## src/rtl/adcseq_pkg.sv

```systemverilog
package adcseq_pkg;

   typedef enum logic [1:0] {
      MODE_SINGLE    = 2'b00,
      MODE_FREE      = 2'b01,
      MODE_TRIG_PIN  = 2'b10,
      MODE_TRIG_DONE = 2'b11
   } mode_t;

endpackage

```

## src/rtl/adcseq_presc.sv

```systemverilog
module adcseq_presc #(
   parameter int DIV_LOG_MAX = 7,
   parameter int SEL_W       = 3
) (
   input  logic             clk,
   input  logic             rst_n,
   input  logic             en,
   input  logic             sync_clr,
   input  logic [SEL_W-1:0] sel,
   output logic             rise,
   output logic             fall,
   output logic             adc_clk
);

   localparam int CNT_W = DIV_LOG_MAX;

   logic [CNT_W-1:0] pcnt;
   logic [SEL_W-1:0] shift_eff;
   logic [CNT_W:0]   span;
   logic [CNT_W-1:0] last_val;
   logic [CNT_W-1:0] half_val;

   // divide ratio 2^sel, select 0 behaves as 1, clamp at the maximum
   always_comb begin
      if (sel == '0)
         shift_eff = SEL_W'(1);
      else if (sel > SEL_W'(DIV_LOG_MAX))
         shift_eff = SEL_W'(DIV_LOG_MAX);
      else
         shift_eff = sel;
      span     = (CNT_W+1)'(1) << shift_eff;
      last_val = CNT_W'(span - (CNT_W+1)'(1));
      half_val = CNT_W'(span >> 1);
   end

   always_ff @(posedge clk or negedge rst_n) begin
      if (!rst_n)
         pcnt <= '0;
      else if (!en || sync_clr)
         pcnt <= '0;
      else if (pcnt >= last_val)
         pcnt <= '0;
      else
         pcnt <= pcnt + CNT_W'(1);
   end

   assign rise    = en && (pcnt == '0);
   assign fall    = en && (pcnt == half_val);
   assign adc_clk = en && (pcnt < half_val);

   assert_first_edge_R1: assert property (@(posedge clk) disable iff (!rst_n)
      $rose(en) |-> adc_clk);

   assert_clk_off_R1: assert property (@(posedge clk) disable iff (!rst_n)
      !en |=> (pcnt == '0) || en);

endmodule

```

## src/rtl/adcseq_trig_sync.sv

```systemverilog
module adcseq_trig_sync #(
   parameter int STAGES = 2
) (
   input  logic clk,
   input  logic rst_n,
   input  logic src,
   output logic evt
);

   if (STAGES == 0) begin : g_direct
      logic last;
      always_ff @(posedge clk or negedge rst_n) begin
         if (!rst_n) last <= 1'b0;
         else        last <= src;
      end
      assign evt = src & ~last;
   end else begin : g_chain
      logic [STAGES-1:0] ff;
      logic              last;
      always_ff @(posedge clk or negedge rst_n) begin
         if (!rst_n) begin
            ff   <= '0;
            last <= 1'b0;
         end else begin
            ff[0] <= src;
            for (int i = 1; i < STAGES; i++)
               ff[i] <= ff[i-1];
            last <= ff[STAGES-1];
         end
      end
      assign evt = ff[STAGES-1] & ~last;
   end

endmodule

```

## src/rtl/adcseq_ctrl.sv

```systemverilog
module adcseq_ctrl
   import adcseq_pkg::*;
#(
   parameter int RES_W        = 10,
   parameter int NORM_LEN     = 13,
   parameter int FIRST_LEN    = 25,
   parameter int NORM_SAMPLE  = 2,
   parameter int FIRST_SAMPLE = 15
) (
   input  logic             clk,
   input  logic             rst_n,
   input  logic             en,
   input  logic             rise,
   input  logic             fall,
   input  logic             start_set,
   input  logic             trig_go,
   input  logic             done_clr,
   input  mode_t            mode,
   input  logic [RES_W-1:0] result_in,
   output logic             start_q,
   output logic             conv_q,
   output logic             sh_strobe,
   output logic             done_q,
   output logic             we_q,
   output logic [RES_W-1:0] res_q
);

   localparam int CYC_W = $clog2(FIRST_LEN + 1);
   localparam logic [CYC_W-1:0] NORM_END  = CYC_W'(NORM_LEN);
   localparam logic [CYC_W-1:0] FIRST_END = CYC_W'(FIRST_LEN);
   localparam logic [CYC_W-1:0] NORM_SMP  = CYC_W'(NORM_SAMPLE);
   localparam logic [CYC_W-1:0] FIRST_SMP = CYC_W'(FIRST_SAMPLE);

   logic [CYC_W-1:0] cyc_q;
   logic             long_q;
   logic             first_q;
   logic [CYC_W-1:0] end_idx;
   logic [CYC_W-1:0] smp_idx;
   logic             complete;
   logic             begin_c;

   always_comb begin
      end_idx  = long_q ? FIRST_END : NORM_END;
      smp_idx  = long_q ? FIRST_SMP : NORM_SMP;
      complete = conv_q && rise && (cyc_q == end_idx);
      begin_c  = !conv_q && start_q && rise;
   end

   assign sh_strobe = conv_q && fall && (cyc_q == smp_idx);

   always_ff @(posedge clk or negedge rst_n) begin
      if (!rst_n) begin
         start_q <= 1'b0;
         conv_q  <= 1'b0;
         cyc_q   <= '0;
         long_q  <= 1'b0;
         first_q <= 1'b1;
         done_q  <= 1'b0;
         we_q    <= 1'b0;
         res_q   <= '0;
      end else if (!en) begin
         // abort: drop any pending or running conversion, re-arm the long one
         start_q <= 1'b0;
         conv_q  <= 1'b0;
         cyc_q   <= '0;
         long_q  <= 1'b0;
         first_q <= 1'b1;
         we_q    <= 1'b0;
         if (done_clr) done_q <= 1'b0;
      end else begin
         we_q <= complete;
         if (complete) res_q <= result_in;

         // completion has priority over the software clear
         if (complete)      done_q <= 1'b1;
         else if (done_clr) done_q <= 1'b0;

         if (complete)                    start_q <= (mode == MODE_FREE);
         else if (start_set || trig_go)   start_q <= 1'b1;

         if (complete) begin
            if (mode == MODE_FREE) begin
               cyc_q  <= CYC_W'(1);
               long_q <= 1'b0;
            end else begin
               conv_q <= 1'b0;
               cyc_q  <= '0;
            end
         end else if (begin_c) begin
            conv_q  <= 1'b1;
            cyc_q   <= CYC_W'(1);
            long_q  <= first_q;
            first_q <= 1'b0;
         end else if (conv_q && rise) begin
            cyc_q <= cyc_q + CYC_W'(1);
         end
      end
   end

   assert_we_pulse_R5: assert property (@(posedge clk) disable iff (!rst_n)
      we_q |=> !we_q);

   assert_we_with_done_R5: assert property (@(posedge clk) disable iff (!rst_n)
      we_q |-> done_q);

   assert_start_drop_R6: assert property (@(posedge clk) disable iff (!rst_n)
      (we_q && $past(mode) != MODE_FREE) |-> !start_q);

   assert_free_hold_R7: assert property (@(posedge clk) disable iff (!rst_n)
      (we_q && $past(mode) == MODE_FREE) |-> (start_q && conv_q));

   assert_abort_R12: assert property (@(posedge clk) disable iff (!rst_n)
      !en |=> (!we_q && !conv_q));

   assert_cyc_range_R3: assert property (@(posedge clk) disable iff (!rst_n)
      conv_q |-> (cyc_q >= CYC_W'(1) && cyc_q <= FIRST_END));

endmodule

```

## src/rtl/adc_conv_seq.sv

```systemverilog
module adc_conv_seq
   import adcseq_pkg::*;
#(
   parameter int RES_W        = 10,
   parameter int SEL_W        = 3,
   parameter int DIV_LOG_MAX  = 7,
   parameter int NORM_LEN     = 13,
   parameter int FIRST_LEN    = 25,
   parameter int NORM_SAMPLE  = 2,
   parameter int FIRST_SAMPLE = 15,
   parameter int SYNC_STAGES  = 2
) (
   input  logic             clk,
   input  logic             rst_n,
   input  logic             adc_en,
   input  logic             start_set,
   input  logic             done_clr,
   input  logic             trig_src,
   input  logic [1:0]       mode,
   input  logic [SEL_W-1:0] presc_sel,
   input  logic [RES_W-1:0] result_in,
   output logic             adc_clk,
   output logic             sh_strobe,
   output logic             start_bit,
   output logic             done_flag,
   output logic             res_we,
   output logic [RES_W-1:0] result
);

   if (DIV_LOG_MAX < 1 || (1 << SEL_W) <= DIV_LOG_MAX) begin : g_bad_div
      $error("adc_conv_seq: divider select cannot reach DIV_LOG_MAX");
   end
   if (FIRST_LEN < NORM_LEN || NORM_SAMPLE >= NORM_LEN) begin : g_bad_len
      $error("adc_conv_seq: inconsistent conversion lengths");
   end
   if (FIRST_SAMPLE >= FIRST_LEN || NORM_SAMPLE < 2) begin : g_bad_smp
      $error("adc_conv_seq: sample cycle out of range");
   end

   mode_t mode_e;
   logic  rise, fall;
   logic  conv, done_q;
   logic  trig_in, trig_evt, trig_go;

   assign mode_e  = mode_t'(mode);
   assign trig_in = (mode_e == MODE_TRIG_DONE) ? done_q : trig_src;
   assign trig_go = trig_evt && adc_en && !conv &&
                    (mode_e == MODE_TRIG_PIN || mode_e == MODE_TRIG_DONE);

   adcseq_presc #(
      .DIV_LOG_MAX (DIV_LOG_MAX),
      .SEL_W       (SEL_W)
   ) u_presc (
      .clk      (clk),
      .rst_n    (rst_n),
      .en       (adc_en),
      .sync_clr (trig_go),
      .sel      (presc_sel),
      .rise     (rise),
      .fall     (fall),
      .adc_clk  (adc_clk)
   );

   adcseq_trig_sync #(
      .STAGES (SYNC_STAGES)
   ) u_sync (
      .clk   (clk),
      .rst_n (rst_n),
      .src   (trig_in),
      .evt   (trig_evt)
   );

   adcseq_ctrl #(
      .RES_W        (RES_W),
      .NORM_LEN     (NORM_LEN),
      .FIRST_LEN    (FIRST_LEN),
      .NORM_SAMPLE  (NORM_SAMPLE),
      .FIRST_SAMPLE (FIRST_SAMPLE)
   ) u_ctrl (
      .clk       (clk),
      .rst_n     (rst_n),
      .en        (adc_en),
      .rise      (rise),
      .fall      (fall),
      .start_set (start_set),
      .trig_go   (trig_go),
      .done_clr  (done_clr),
      .mode      (mode_e),
      .result_in (result_in),
      .start_q   (start_bit),
      .conv_q    (conv),
      .sh_strobe (sh_strobe),
      .done_q    (done_q),
      .we_q      (res_we),
      .res_q     (result)
   );

   assign done_flag = done_q;

   assert_trig_restart_R8: assert property (@(posedge clk) disable iff (!rst_n)
      trig_go |=> (adc_clk || !adc_en));

   assert_sample_low_half_R4: assert property (@(posedge clk) disable iff (!rst_n)
      sh_strobe |-> !adc_clk);

   assert_busy_ignore_R11: assert property (@(posedge clk) disable iff (!rst_n)
      (conv && trig_evt && adc_en) |=> !(adc_clk && $past(!adc_clk) && !rise));

endmodule

```

## config.mk

```make
export PLATFORM = sky130hd
export DESIGN_NAME = adc_conv_seq
export DESIGN_NICKNAME = d
export VERILOG_FILES = /design/src/rtl/adcseq_pkg.sv /design/src/rtl/adcseq_presc.sv /design/src/rtl/adcseq_trig_sync.sv /design/src/rtl/adcseq_ctrl.sv /design/src/rtl/adc_conv_seq.sv
export SDC_FILE = /design/constraint.sdc
export NUM_CORES = 1
export LEC_CHECK = 0
export BUFFER_PORTS_ARGS = -buffer_cell sky130_fd_sc_hd__buf_2
export CAP_MARGIN = 20
export CORE_ASPECT_RATIO = 0.9
export CORE_MARGIN = 3
export CORE_UTILIZATION = 59
export DETAILED_ROUTE_END_ITERATION = 10
export PLACE_DENSITY = 0.86
export SKIP_CTS_REPAIR_TIMING = 1
export SYNTH_ARGS = -nofsm -noshare
export SYNTH_HDL_FRONTEND = slang
export SYNTH_SLANG_ARGS = --single-unit
export TNS_END_PERCENT = 10
```

## constraint.sdc

```tcl
create_clock -name clk -period 3.3 [get_ports clk]
set_clock_uncertainty 0.1 [all_clocks]
set_input_delay 0.495 -clock clk [delete_from_list [all_inputs] [get_ports clk]]
set_output_delay 0.495 -clock clk [all_outputs]
set_load 0.05 [all_outputs]
```

==> results_dict.tcl, run 1 <==
set metrics [dict create \
    synth_area_leader "sky130_fd_sc_hd__dfrtp_1" \
    h-tree-depth 2 \
    timing.critical_path.fanout_max 6 \
    finalHoldViolCount 0 \
    timing.final.max_slew_violations 0 \
    vdd_ir_drop_max_mv 0.326 \
    cp-end-kind "output port" \
    rsz0062_at_grt "false" \
    crit_arrival_ns 2.19 \
    most_repeated_cell_in_the_gate_level_netlist_after_synthesis "sky130_fd_sc_hd__dfrtp_1" \
    post_synth_instance_area_um2 1850 \
    worstMarginPinSlew_ns 0.647 \
    clk_pin_slew_worst_paths_ns 0.09 \
    number_of_flops_mapped_to_enable_cells_by_yosys 0 \
    cts_root_buffer "sky130_fd_sc_hd__clkbuf_4" \
    hold_path.class "input port to async pin" \
    drtAntennaViolNets 0 \
    post_synth_top_flop "sky130_fd_sc_hd__dfrtp_1" \
    synth_seq_area_share 0.419 \
    vias_per_cell 5.59 \
    r2r_slack_ns 0.82 \
    pwr_density_cell_nw_per_um2 371 \
    postSynthRegisterBits 31 \
    startpoint_type "input port" \
    grt_pass1_wl_um 6490 \
    setup-violations-final 0 \
    antenna-diode-count 0 \
    critPathRequiredTime_ns 2.70 \
    clk-insertion-delay-late_ns 0.31 \
    yosysUniqueCellTypes 46 \
    max_slew_margin 0.565 \
    synth.yosys.warnings 0 \
    row_count 18 \
    clock-sinks 31 \
    vias 1431 \
    grt_pass1_vias 1480 \
    worst_r2r_startpoint "u_presc.pcnt[0]" \
    io_buffer_count 35 \
    synth_largest_type_area_fraction 0.405 \
    tritoncts_buffers 5 \
    die_w_um 65.1 \
    final_critical_path_share_of_the_clock_period 0.844 \
    minimum_clock_period_after_layout_ns 2.78 \
    dieArea_um2 3850 \
    ioPinCount 36 \
    synthArstFlopShare 1.00 \
    reg2regPathDepth 7 \
    area_growth_syn_to_layout_pct 14.2 \
    worst-setup-path-type "input port to output port" \
    routedWlPerCell_um 14.4 \
    drt_first_pass_iters 4 \
    setup-tns-final_ns 0 \
    tritoncts_clock_tree "built" \
    start_util 0.648 \
    drive_above_1_share 0.315 \
    place.gp.congestion 0.941 \
    grt_antenna_before_repair 0 \
    leading_post_synthesis_cells_by_cell_area "sky130_fd_sc_hd__dfrtp_1, sky130_fd_sc_hd__ha_1, sky130_fd_sc_hd__mux2_2" \
    fin_total_pwr_mw 0.785 \
    coreArea_um2 2860 \
    grt_max_degree 32 \
    ctsLongestPathBuffers 2 \
    wirelength_um 3680 \
    fp.dieH_um 59.2 \
    timing.rr.end "u_ctrl.res_q[5]" \
    drt_first_iter_violations 75 \
    drt_drc_violations_left 0 \
    synth_common_cells "sky130_fd_sc_hd__dfrtp_1, sky130_fd_sc_hd__ha_1, sky130_fd_sc_hd__nand2_1" \
    maxCapViolCount 0 \
    dp_hpwl_um 2990 \
    p_leak_nw 1.08 \
    grt_use_total 0.220 \
    outcome "finished clean" \
    clock.fmax_ghz 0.359 \
    globalRouteOverflowTotal 0 \
    synthCells 175 \
    finish.net_count 255 \
    syn_avg_cell_area_um2 10.6 \
]
==> layout make-up <==
cell class | count | area (um^2)
clock buffer | 7 | 55.1
clock inverter | 1 | 5.00
fill | 218 | 744
inverter | 8 | 30.0
multi-input combinational | 133 | 1020
sequential | 31 | 777
tap | 40 | 50.0
timing repair buffer | 36 | 183
==> worst max-delay path, cell delays in order <==
cell and delay (ns):
sky130_fd_sc_hd__buf_2 0.13, sky130_fd_sc_hd__inv_1 0.13, sky130_fd_sc_hd__nand3b_1 0.14, sky130_fd_sc_hd__ha_1 0.32
sky130_fd_sc_hd__nor2b_1 0.14, sky130_fd_sc_hd__o21a_1 0.16, sky130_fd_sc_hd__o21a_1 0.16, sky130_fd_sc_hd__o21ai_0 0.13
sky130_fd_sc_hd__a32o_1 0.13, sky130_fd_sc_hd__buf_2 0.26
==> logic make-up after synthesis <==
logic type      synth area share
compound gates            0.0891
mux                       0.0668
flops                      0.419
other cells              0.00202
fa+ha+maj                  0.128
buf+inv                   0.0378
xor+xnor                  0.0378
simple gates               0.219
==> report_power, final <==
| part | internal [mW] | switching [mW] | leakage (nW) |
|---|---|---|---|
| sequential | 0.395 | 0.0213 | 0.419 |
| combinational | 0.0625 | 0.0828 | 0.622 |
| clock | 0.103 | 0.121 | 0.0353 |
| total | 0.561 | 0.225 | 1.08 |
==> per-layer routing <==
layer | track usage | part of all wire | vias to the layer above
met4 | 0.0651 | 0.0027 | 0
met3 | 0.0531 | 0.059 | 2
met1 | 0.255 | 0.42 | 688
met5 | 0 | 0 | -
li1 | - | - | 703
met2 | 0.405 | 0.51 | 38
==> worst max-delay path by stage <==
stage	endpoint	cells past startpoint	from	slack [ns]
after floorplan	sh_strobe	5	presc_sel[2]	0.37
after CTS	adc_clk	10	presc_sel[2]	0.51
after detailed placement	adc_clk	10	presc_sel[2]	0.52
final	adc_clk	10	presc_sel[2]	0.52
after global routing	adc_clk	10	presc_sel[2]	0.38
after global placement	adc_clk	10	presc_sel[2]	0.61
==> registers in the layout, indices dropped and copies added (netlist names) <==
register,flops
u_ctrl.res_q,10
u_sync.g_chain.ff,2
u_sync.g_chain.last,1
u_ctrl.first_q,1
u_ctrl.long_q,1
u_ctrl.we_q,1
u_ctrl.done_q,1
u_ctrl.start_q,1
u_presc.pcnt,7
u_ctrl.cyc_q,5
u_ctrl.conv_q,1
==> cell usage in the layout, fill, tap and decap left out, types with 3 or more instances in the layout <==
| cell | synthesis | layout |
|---|---|---|
| sky130_fd_sc_hd__nand3b_1 | 7 | 7 |
| sky130_fd_sc_hd__xnor2_1 | 3 | 3 |
| sky130_fd_sc_hd__ha_1 | 19 | 19 |
| sky130_fd_sc_hd__or2_2 | 3 | 3 |
| sky130_fd_sc_hd__mux2_2 | 11 | 11 |
| sky130_fd_sc_hd__dfrtp_1 | 30 | 30 |
| sky130_fd_sc_hd__nand3_1 | 7 | 7 |
| sky130_fd_sc_hd__o21ai_0 | 7 | 7 |
| sky130_fd_sc_hd__buf_2 | 1 | 35 |
| sky130_fd_sc_hd__clkbuf_4 | 0 | 5 |
| sky130_fd_sc_hd__nand4_1 | 5 | 5 |
| sky130_fd_sc_hd__nand2_1 | 15 | 15 |
| sky130_fd_sc_hd__a21oi_1 | 5 | 5 |
| sky130_fd_sc_hd__inv_1 | 8 | 8 |
| sky130_fd_sc_hd__xor2_1 | 5 | 5 |
| sky130_fd_sc_hd__nor2_1 | 12 | 12 |
==> metrics by stage <==
step | area, um^2 | instances | hold slack, ns | worst slack (ns) | util
finish | 2120 | 256 | 0.0977 | 0.516 | 0.740
detailed placement | 2060 | 248 | 0.243 | 0.520 | 0.719
CTS | 2120 | 256 | 0.106 | 0.509 | 0.740
global route | 2120 | 256 | 0.122 | 0.376 | 0.740
floorplan | 1860 | 176 | 0.0994 | 0.374 | -
global placement | 2060 | 248 | 0.235 | 0.608 | 0.719
Note: power is estimated with default switching activity, not from simulation.
==> run 2, diff against run 1 <==
Settings changed: ABC_AREA set to 1, CORE_UTILIZATION 59 to 50, PLACE_DENSITY 0.86 to 0.78.
Clock period 3.3 ns to 2.44 ns, I/O delays scaled along.
==> results_dict.tcl, run 2 <==
set metrics [dict create \
    leading_post_synthesis_cells_by_cell_area "sky130_fd_sc_hd__dfrtp_1, sky130_fd_sc_hd__ha_1, sky130_fd_sc_hd__nand2_1" \
    worstMarginPinSlew_ns 0.686 \
    final.hold.worst_slack_ns 0.0311 \
    grt_pass1_vias 1636 \
    largest_reg_flops 10 \
    ctsLongestPathBuffers 2 \
    timing.rr.end "u_ctrl.long_q" \
    synth_largest_type_area_fraction 0.393 \
    postSynthRegisterBits 31 \
    synthArstFlopShare 1.00 \
    cts_root_buffer "sky130_fd_sc_hd__clkbuf_8" \
    coreArea_um2 3530 \
    number_of_flops_mapped_to_enable_cells_by_yosys 0 \
    synth_area_leader "sky130_fd_sc_hd__dfrtp_1" \
    clock-sinks 31 \
    grt_max_degree 32 \
    reg_top3 "u_ctrl.res_q: 10 flops, u_presc.pcnt: 7 flops, u_ctrl.cyc_q: 5 flops" \
    clock.fmax_ghz 0.443 \
    dieArea_um2 4600 \
    most_repeated_cell_in_the_gate_level_netlist_after_synthesis "sky130_fd_sc_hd__nand2_1" \
    vdd_ir_drop_max_mv 0.419 \
    largest-register "u_ctrl.res_q" \
    fp.dieH_um 64.7 \
    max_slew_margin 0.543 \
    start_util 0.542 \
    minimum_clock_period_after_layout_ns 2.26 \
    ioPinCount 36 \
    critPathRequiredTime_ns 1.97 \
    launching_instance_or_port_of_the_critical_path "u_presc.pcnt[2]" \
    wirelength_um 3960 \
    area_growth_syn_to_layout_pct 16.1 \
    dp_hpwl_um 3120 \
    worst-setup-path-type "flop to output port" \
    vias_per_cell 5.13 \
    cp-end-kind "output port" \
    h-tree-depth 2 \
    syn_avg_cell_area_um2 8.28 \
    synth_common_cells "sky130_fd_sc_hd__nand2_1, sky130_fd_sc_hd__dfrtp_1, sky130_fd_sc_hd__inv_1" \
    tritoncts_clock_tree "built" \
    globalRouteOverflowTotal 0 \
    layout_commonest_cell "sky130_fd_sc_hd__nand2_1" \
    place.gp.congestion 0.880 \
    reg2regPathDepth 9 \
    clk-insertion-delay-late_ns 0.27 \
    post_synth_instance_area_um2 1910 \
    timing.final.max_slew_violations 0 \
    grt_pass1_wl_um 7110 \
    finalHoldViolCount 0 \
    io_buffer_count 35 \
    row_count 20 \
    drt_drc_violations_left 0 \
    rsz0062_at_grt "false" \
    synthCells 231 \
    p_leak_nw 1.21 \
    pwr_density_cell_nw_per_um2 534 \
    timing.critical_path.fanout_max 6 \
    clk_pin_slew_worst_paths_ns 0.06 \
    drtAntennaViolNets 0 \
    worst_r2r_startpoint "u_presc.pcnt[0]" \
    final-instance-count-excl-fill 317 \
    grt_use_total 0.195 \
    crit_arrival_ns 1.79 \
    drive_above_1_share 0.220 \
    routedWlPerCell_um 12.5 \
    placed_cells_incl_taps 309 \
    r2r_slack_ns 0.55 \
    grt_antenna_before_repair 0 \
    final_critical_path_share_of_the_clock_period 0.926 \
    tritoncts_buffers 5 \
    synth_seq_area_share 0.406 \
    vias 1625 \
    outcome "finished clean" \
    drt_first_iter_violations 84 \
    synth.yosys.warnings 0 \
    finish.net_count 312 \
    maxCapViolCount 0 \
    most-common-layout-cells "sky130_fd_sc_hd__nand2_1, sky130_fd_sc_hd__buf_2, sky130_fd_sc_hd__dfrtp_1, sky130_fd_sc_hd__inv_1, sky130_fd_sc_hd__nor2_1" \
    drt_first_pass_iters 4 \
    die_w_um 71.2 \
    antenna-diode-count 0 \
    hold_path.class "input port to async pin" \
    fillerInstances 303 \
    post_synth_top_flop "sky130_fd_sc_hd__dfrtp_1" \
    setup-violations-final 0 \
    yosysUniqueCellTypes 32 \
    startpoint_type "flop" \
]
[run 2: cell count changes in the layout (fill, tap and decap cells not counted), sizes merged, moves of 3 or more]
cell and delta:
mux2 -11, nand3 +10, a21oi +3, a21o -3, inv +18, nand2 +51
o22ai +3, nand3b -5, nor2 +12
[run 2: kinds of logic after synthesis]
kind of cell | count (synthesis) | synth area share
compound gates | 24 | 0.0720
simple gates | 120 | 0.296
flops | 31 | 0.406
other cells | 1 | 0.00196
buf+inv | 29 | 0.0668
fa+ha+maj | 19 | 0.124
xor+xnor | 7 | 0.0321
[run 2: how the worst max path moves through the flow]
| stage | to | cells past startpoint |
|---|---|---|
| 2_1_floorplan | adc_clk | 7 |
| 3_3_place_gp | adc_clk | 9 |
| 3_5_place_dp | u_presc.pcnt[3] | 11 |
| 4_1_cts | adc_clk | 5 |
| 5_1_grt | sh_strobe | 7 |
| 6_report | adc_clk | 5 |
[run 2: routing by layer]
metal	track usage	share of wire	vias to the layer above
li1	-	-	836
met1	0.271	0.49	742
met2	0.292	0.44	43
met3	0.0543	0.066	4
met4	0.0634	0.0066	0
met5	0	0	-
[run 2: through the flow]
stage                     cell area [um^2]  setup WS, ns  TNS [ns]   util  power (mW)
after detailed placement              2130         0.140         0  0.604       0.809
after global placement                2130         0.206         0  0.604       0.801
final                                 2220         0.182         0  0.629        1.18
after CTS                             2210        0.0963         0  0.628        1.20
after global routing                  2220        0.0193         0  0.629        1.26
after floorplan                       1920        -0.217    -0.217      -       0.731
[run 2: worst max-delay path, stage by stage (launching register included)]
cell and delay, ns:
sky130_fd_sc_hd__dfrtp_1 0.49, sky130_fd_sc_hd__ha_1 0.35, sky130_fd_sc_hd__a21oi_1 0.14, sky130_fd_sc_hd__o21ai_0 0.10, sky130_fd_sc_hd__a211oi_1 0.20, sky130_fd_sc_hd__buf_4 0.23
[run 2: power breakdown]
group	switching, mW	internal (mW)	leakage [nW]	total [mW]
Sequential	0.0308	0.539	0.415	0.570
Combinational	0.146	0.0855	0.749	0.231
Clock	0.185	0.199	0.0412	0.384
Total	0.361	0.823	1.21	1.18
[run 2: area by class of cell]
| cell class | instances | area (um^2) | area share |
|---|---|---|---|
| repair buffers | 36 | 188 | 0.0846 |
| clock inverters | 2 | 12.5 | 0.00564 |
| inverters | 26 | 97.6 | 0.0440 |
| well taps | 44 | 55.1 | 0.0248 |
| flip-flops and latches | 31 | 777 | 0.350 |
| multi-input cells | 172 | 1020 | 0.458 |
| clock buffers | 6 | 72.6 | 0.0327 |
==> run 3, diff against run 2 <==
Settings changed: BUFFER_PORTS_ARGS -buffer_cell sky130_fd_sc_hd__buf_2 to -buffer_cell sky130_fd_sc_hd__buf_4, CORE_UTILIZATION 50 to 59, PLACE_DENSITY 0.78 to 0.86.
Clock period 2.44 ns to 2.6 ns, I/O delays scaled along.
==> results_dict.tcl, run 3 (synthesized netlist as in run 2, its figures left out) <==
set metrics [dict create \
    outcome "finished clean" \
    fp.dieH_um 60.0 \
    ctsLongestPathBuffers 2 \
    critPathRequiredTime_ns 2.11 \
    setup-tns-final_ns 0 \
    worst-setup-path-type "flop to output port" \
    vdd_ir_drop_max_mv 0.390 \
    final.hold.worst_slack_ns 0.115 \
    h-tree-depth 2 \
    drt_drc_violations_left 0 \
    minimum_clock_period_after_layout_ns 2.39 \
    power.internal_mw 0.698 \
    layout_commonest_cell "sky130_fd_sc_hd__nand2_1" \
    vias_per_cell 5.27 \
    hp-start "done_clr" \
    fin_total_pwr_mw 1.04 \
    timing.final.max_slew_violations 0 \
    placed_cells_incl_taps 304 \
    grt_use_total 0.234 \
    ioPinCount 36 \
    drtAntennaViolNets 0 \
    pnr_worst_setup_slack_ns 0.211 \
    final-instance-count-excl-fill 313 \
    final_core_utilization 0.781 \
    die_w_um 66.0 \
    launching_instance_or_port_of_the_critical_path "u_presc.pcnt[2]" \
    clk_pin_slew_worst_paths_ns 0.10 \
    ff_latch_area_um2 777 \
    p_leak_nw 1.21 \
    switching_power_mw 0.338 \
    routedWlPerCell_um 12.7 \
    placement.cell_area_um2 2200 \
    startpoint_type "flop" \
    dieArea_um2 3960 \
    fillerInstances 210 \
    finish.net_count 312 \
    clock.fmax_ghz 0.418 \
    largest_reg_flops 10 \
    crit_arrival_ns 1.90 \
    largest-register "u_ctrl.res_q" \
    globalRouteOverflowTotal 0 \
    wirelength_um 3980 \
    clk-insertion-delay-late_ns 0.34 \
    power.share.combinational 0.215 \
    antenna-diode-count 0 \
    most-common-layout-cells "sky130_fd_sc_hd__nand2_1, sky130_fd_sc_hd__buf_4, sky130_fd_sc_hd__dfrtp_1, sky130_fd_sc_hd__inv_1, sky130_fd_sc_hd__nor2_1" \
    finalHoldViolCount 0 \
    timing.critical_path.fanout_max 6 \
    rsz0062_at_grt "false" \
    preCtsSetupSlack_ns 0.261 \
    setup-violations-final 0 \
    worst_r2r_startpoint "u_presc.pcnt[0]" \
    power.clock.fraction 0.269 \
    grt_max_degree 32 \
    dp_hpwl_um 3030 \
    maxCapViolCount 0 \
    drt_first_iter_violations 115 \
    area_growth_syn_to_layout_pct 18.7 \
    cp-end-kind "output port" \
    tritoncts_clock_tree "built" \
    switching_share 0.326 \
    final_critical_path_share_of_the_clock_period 0.919 \
    grt_antenna_before_repair 0 \
    hold_path.class "input port to flop" \
    multi_input_comb_area_um2 1020 \
    grt_pass1_wl_um 6940 \
    start_util 0.658 \
    layout.cell_area.non_filler_um2 2270 \
    clock-sinks 31 \
    reg_top3 "u_ctrl.res_q: 10 flops, u_presc.pcnt: 7 flops, u_ctrl.cyc_q: 5 flops" \
    pwr_density_cell_nw_per_um2 457 \
    seqPwrFrac 0.516 \
    drive_above_1_share 0.216 \
    place.gp.congestion 0.818 \
    row_count 18 \
    cts_root_buffer "sky130_fd_sc_hd__clkbuf_4" \
    io_buffer_count 35 \
    vias 1650 \
    grt_pass1_vias 1602 \
    coreArea_um2 2910 \
    tritoncts_buffers 5 \
    drt_first_pass_iters 4 \
]
run 3: cell count changes in the layout (fill, tap and decap cells not counted), sizes merged:
cell,before,now
dlygate4sd3,0,1
clkbuf,7,6
run 3: metal layers:
layer	global-route usage	vias to the layer above	share of wire	routed length, um
met5	0	-	0	0
met4	0.0928	0	0.020	78
met3	0.0602	10	0.074	293
met2	0.380	56	0.45	1800
met1	0.301	747	0.45	1810
li1	-	837	-	-
run 3: power by group through the flow:
| stage | clock network, mW | registers (mW) | logic, mW |
|---|---|---|---|
| final | 0.279 | 0.534 | 0.223 |
| after global routing | 0.298 | 0.538 | 0.256 |
| after CTS | 0.280 | 0.534 | 0.223 |
| after detailed placement | 0 | 0.544 | 0.222 |
| after global placement | 0 | 0.542 | 0.215 |
| after floorplan | 0 | 0.539 | 0.147 |
run 3: critical path: stages (launching register included):
cell and delay [ns]:
sky130_fd_sc_hd__dfrtp_1 0.49, sky130_fd_sc_hd__ha_1 0.35, sky130_fd_sc_hd__a21oi_1 0.14, sky130_fd_sc_hd__o21ai_0 0.09
sky130_fd_sc_hd__a211oi_1 0.24, sky130_fd_sc_hd__buf_4 0.25
run 3: cell type report:
class	count	area share
Tap cell	40	0.0221
Sequential cell	31	0.343
Multi-Input combinational cell	172	0.448
Clock inverter	2	0.00552
Inverter	26	0.0430
Timing Repair Buffer	36	0.120
Clock buffer	6	0.0182
run 3: worst paths after layout:
path	to	slack, ns	cells past startpoint
max reg2reg	u_ctrl.long_q	0.76	9
max	adc_clk	0.21	5
min in group asynchronous	u_ctrl.res_q[2]	0.42	2
min	u_ctrl.done_q	0.11	2
min reg2reg	u_sync.g_chain.ff[1]	0.26	0
max in group asynchronous	u_ctrl.first_q	1.66	2
